`config.mk`:
```
export PLATFORM = sky130hd
export DESIGN_NAME = hex7_driver
export DESIGN_NICKNAME = d
export VERILOG_FILES = /design/src/rtl/hex7_pkg.sv /design/src/rtl/hex7_capture.sv /design/src/rtl/hex7_dimmer.sv /design/src/rtl/hex7_select.sv /design/src/rtl/hex7_driver.sv
export SDC_FILE = /design/constraint.sdc
export NUM_CORES = 1
export LEC_CHECK = 0
export ABC_AREA = 1
export BUFFER_PORTS_ARGS = -buffer_cell sky130_fd_sc_hd__buf_2
export CAP_MARGIN = 5
export CORE_ASPECT_RATIO = 0.7
export CORE_MARGIN = 5
export CORE_UTILIZATION = 29
export CTS_CLUSTER_SIZE = 12
export DETAILED_ROUTE_END_ITERATION = 16
export SETUP_SLACK_MARGIN = 0.02
export SLEW_MARGIN = 15
export SYNTH_ARGS = -nofsm -noshare
export SYNTH_HDL_FRONTEND = slang
export SYNTH_HIERARCHICAL = 1
export SYNTH_SLANG_ARGS = --single-unit
```
`constraint.sdc`:
```
create_clock -name clk -period 2 [get_ports clk]
set_input_delay 0.4 -clock clk [delete_from_list [all_inputs] [get_ports clk]]
set_output_delay 0.4 -clock clk [all_outputs]
set_load 0.02 [all_outputs]
```
`src/rtl/hex7_pkg.sv`:
```
package hex7_pkg;
  localparam int DIGIT_W = 4;
  localparam int SEG_N   = 7;
  localparam int DIM_W   = 4;

  typedef logic [SEG_N-1:0] seg_t;

  // bit 6 = segment a ... bit 0 = segment g, active-high
  function automatic seg_t glyph(input logic [DIGIT_W-1:0] v);
    seg_t s;
    unique case (v)
      4'h0: s = 7'h7E;
      4'h1: s = 7'h30;
      4'h2: s = 7'h6D;
      4'h3: s = 7'h79;
      4'h4: s = 7'h33;
      4'h5: s = 7'h5B;
      4'h6: s = 7'h5F;
      4'h7: s = 7'h70;
      4'h8: s = 7'h7F;
      4'h9: s = 7'h7B;
      4'hA: s = 7'h77;
      4'hB: s = 7'h1F;
      4'hC: s = 7'h4E;
      4'hD: s = 7'h3D;
      4'hE: s = 7'h4F;
      default: s = 7'h47;
    endcase
    return s;
  endfunction
endpackage

```
`src/rtl/hex7_capture.sv`:
```
module hex7_capture #(
  parameter int W = 4
) (
  input  logic         clk,
  input  logic         rst_n,
  input  logic         in_valid,
  input  logic         hold,
  input  logic [W-1:0] in_digit,
  output logic         in_ready,
  output logic [W-1:0] digit_q
);
  logic take;

  assign in_ready = ~hold;
  assign take     = in_valid & in_ready;

  always_ff @(posedge clk or negedge rst_n) begin
    if (!rst_n)    digit_q <= '0;
    else if (take) digit_q <= in_digit;
  end
endmodule

```
`src/rtl/hex7_dimmer.sv`:
```
module hex7_dimmer #(
  parameter int W = 4
) (
  input  logic         clk,
  input  logic         rst_n,
  input  logic [W-1:0] level,
  output logic         dim_blank
);
  localparam logic [W-1:0] STEP = 1;
  logic [W-1:0] phase_q;

  always_ff @(posedge clk or negedge rst_n) begin
    if (!rst_n) phase_q <= '0;
    else        phase_q <= phase_q + STEP;
  end

  assign dim_blank = (phase_q < level);
endmodule

```
`src/rtl/hex7_select.sv`:
```
module hex7_select #(
  parameter int N = 7
) (
  input  logic [N-1:0] pattern,
  input  logic         lamp_test,
  input  logic         blank_any,
  output logic [N-1:0] seg
);
  always_comb begin
    if (blank_any)      seg = '0;
    else if (lamp_test) seg = '1;
    else                seg = pattern;
  end
endmodule

```
`src/rtl/hex7_driver.sv`:
```
module hex7_driver
  import hex7_pkg::*;
(
  input  logic               clk,
  input  logic               rst_n,
  input  logic               in_valid,
  output logic               in_ready,
  input  logic [DIGIT_W-1:0] in_digit,
  input  logic               hold,
  input  logic               lamp_test,
  input  logic               blank_in,
  input  logic [DIM_W-1:0]   dim_level,
  output logic [SEG_N-1:0]   seg
);
  logic [DIGIT_W-1:0] digit_q;
  logic               dim_blank;
  seg_t               pattern;

  hex7_capture #(.W(DIGIT_W)) u_cap (
    .clk(clk), .rst_n(rst_n), .in_valid(in_valid), .hold(hold),
    .in_digit(in_digit), .in_ready(in_ready), .digit_q(digit_q)
  );

  hex7_dimmer #(.W(DIM_W)) u_dim (
    .clk(clk), .rst_n(rst_n), .level(dim_level), .dim_blank(dim_blank)
  );

  assign pattern = glyph(digit_q);

  hex7_select #(.N(SEG_N)) u_sel (
    .pattern(pattern), .lamp_test(lamp_test),
    .blank_any(blank_in | dim_blank), .seg(seg)
  );
endmodule

```
==> impl_metrics.csv <==
group,metric,value,unit
synth,yosysWarnings,6,
synth,syn_area_per_cell,6.63,um2
setup_path,path_max_fanout,7,
setup_path,path_class,"reg2out",
cells_and_area,area_growth,38.6,%
synth,yosysTopAreaCell,"dfrtp_1",
cells_and_area,nNetsFinal,163,
route,postRouteAntennaNets,0,
floorplan,io_pins,22,
sta,tightest_slew,0.328,ns
global_routing,overflow,0,
synth,synth.area.top_cells,"dfrtp_1 (28%), nand2_1 (21%), ha_1 (19%)",
global_routing,grt_pass1_vias,605,
placement,hpwl,1200,um
placement,portBuffers,21,
power_and_ir_drop,power_leakage,0.000576,uW
route,drt_iter0_drc,19,
placement,place_congestion,0.749,
cts,clock_path_buffers,2,
floorplan,die_h,51.6,um
floorplan,dieArea,0.00358,mm2
cts,clock-root-buffer,"clkbuf_4",
sta,setup_slack,-0.0332,ns
run,maxCapViolCount,0,
synth,ys_seq_area_share,28.0,%
floorplan,die_w,69.4,um
global_routing,grt_first_pass_wirelength,2510,um
run_status,run_status,"complete, but fails checks",
sta,fin_crit,2.03,ns
cells_and_area,seq_area,201,um2
floorplan,core_area,0.00240,mm2
route,drc,0,
cts,htree_levels,1,
setup_path,critPathCaptureType,"output pin",
cells_and_area,final_cell_mix,"nand2_1 (39), buf_2 (14), ha_1 (10)",
synth,yosys_register_bits,8,
cells_and_area,n_fill_cell,279,
route,first_pass_iters,4,
synth,ys_types,15,
cts,tritoncts,"yes",
cells_and_area,multi_input_area,492,um2
global_routing,grt_max_degree,11,
sta,timing.fmax,492,MHz
sta,skew,0.000128,ns
cts,cts_inserted_buffers,3,
cells_and_area,antennaDiodeCount,0,
setup_path,startpoint_type,"flop",
sta,rsz0062_at_grt,"true",
synth,syn_area,716,um2
global_routing,track_usage,8.88,%
cts,clock-sinks,8,
sta,finalSetupViolations,7,
route,wl,1560,um
synth,synth_cells,108,
sta,hold_ws,0.385,ns
setup_path,arrival,1.63,ns
sta,hold_violations,0,
synth,synth.top_cell.area_share,28.0,%
cells_and_area,drive_gt1_share,35.3,%
min_path,hp-class,"in2reg",
power_and_ir_drop,p_per_area,510,mW/mm2
sta,finalCritPeriodShare,102,%
floorplan,initial_core_util,29.8,%
cts,path_clk_slew,0.06,ns
sta,maxSlewViolCount,0,
run_status,failed_checks,"setup timing",
route,routed_via_density,4.18,
power_and_ir_drop,p_total,506,uW
sta,slew_headroom,78.2,%
cts,clock_latency,0.26,ns
route,wire_per_inst,9.19,um
power_and_ir_drop,peakVddDrop,0.288,mV
floorplan,num_rows,15,
cells_and_area,mostFrequentLayoutCell,"nand2_1",
global_routing,antenna_found_initial,0,
route,vias,711,
synth,syn_nets,133,
setup_path,worstPathRequired,1.60,ns
flip-flops by register name, summed over array words and instances (netlist names):
| register | count |
|---|---|
| u_cap/digit_q | 4 |
| u_dim/phase_q | 4 |
metrics by stage:
stage	cell area [um2]	setup TNS [ns]	std cells	setup slack [ns]	util (%)
final	992	-0.163	170	-0.0332	41.3
after global routing	992	-0.797	170	-0.128	41.3
after CTS	947	-0.172	170	-0.0275	39.4
after detailed placement	856	0	162	0.00459	35.6
after global placement	856	0	162	0.0348	35.6
after floorplan	716	0	108	0.101	-
path summary, 6_finish.rpt:
| kind | cells past startpoint | to | start | slack (ns) |
|---|---|---|---|---|
| hold reg to reg | 1 | u_dim/phase_q[0] | u_dim/phase_q[0] | 0.47 |
| max in group asynchronous | 2 | u_cap/digit_q[1] | rst_n | 1.32 |
| min in group asynchronous | 2 | u_cap/digit_q[0] | rst_n | 0.50 |
| hold / removal | 3 | u_cap/digit_q[0] | in_digit[0] | 0.38 |
| setup reg to reg | 3 | u_dim/phase_q[2] | u_dim/phase_q[1] | 1.03 |
| setup / recovery | 6 | seg[6] | u_dim/phase_q[3] | -0.03 |
timing repair:
action / 4_1_cts / 5_1_grt
buffers inserted: 4 / 0
gates resized for setup: 14 / 12
hold buffers: 1 / 0
pin swaps: 1 / 0
endpoints found under the hold margin: 8 / 0
endpoints found under the setup margin: 7 / 7
synth_stat cells:
master   number
buf_4         1
inv_2         3
ha_1         11
nand3_1       9
o21ai_0       2
a21oi_2       1
or2_2         1
nor2_1       15
nand2_1      40
dfrtp_1       8
inv_1        12
nand2_2       2
a21o_1        1
xnor2_1       1
xor2_1        1
kinds of logic after synthesis:
family                     after synthesis  share of synthesized area, %
and+or+nand+nor                         67                          37.8
buffers and inverters                   16                          8.92
AOI/OAI and AO/OA                        4                          3.67
xor gates and xnor gates                 2                          2.45
DFF                                      8                          28.0
adders and majority gates               11                          19.2
worst max-delay path, stage by stage (launching register included):
cell and delay [ns]:
dfrtp_1 0.40, ha_4 0.28, a21o_1 0.12, a21oi_2 0.03
or2_4 0.28, nor2_1 0.12, buf_4 0.15
metal layers:
layer | track usage, % | share of wire (%) | vias up
met5 | 0 | 0 | -
met4 | 3.90 | 1.9 | 0
met3 | 3.67 | 9.7 | 4
met2 | 12.7 | 40 | 29
met1 | 11.7 | 48 | 292
li1 | - | - | 386
where the power goes:
group          total [uW]  internal, uW  switching (uW)
clock                 130          69.1            61.3
combinational         183          74.0             109
sequential            193           172            20.6
final cells by class:
type / instances / share of cell area (%)
multi-input cells: 84 / 49.6
flip-flops and latches: 8 / 20.3
repair buffers: 26 / 17.9
inverters: 15 / 5.67
well taps: 34 / 4.29
clock buffers: 3 / 2.27
No activity file was read; power rests on OpenSTA's default activity.
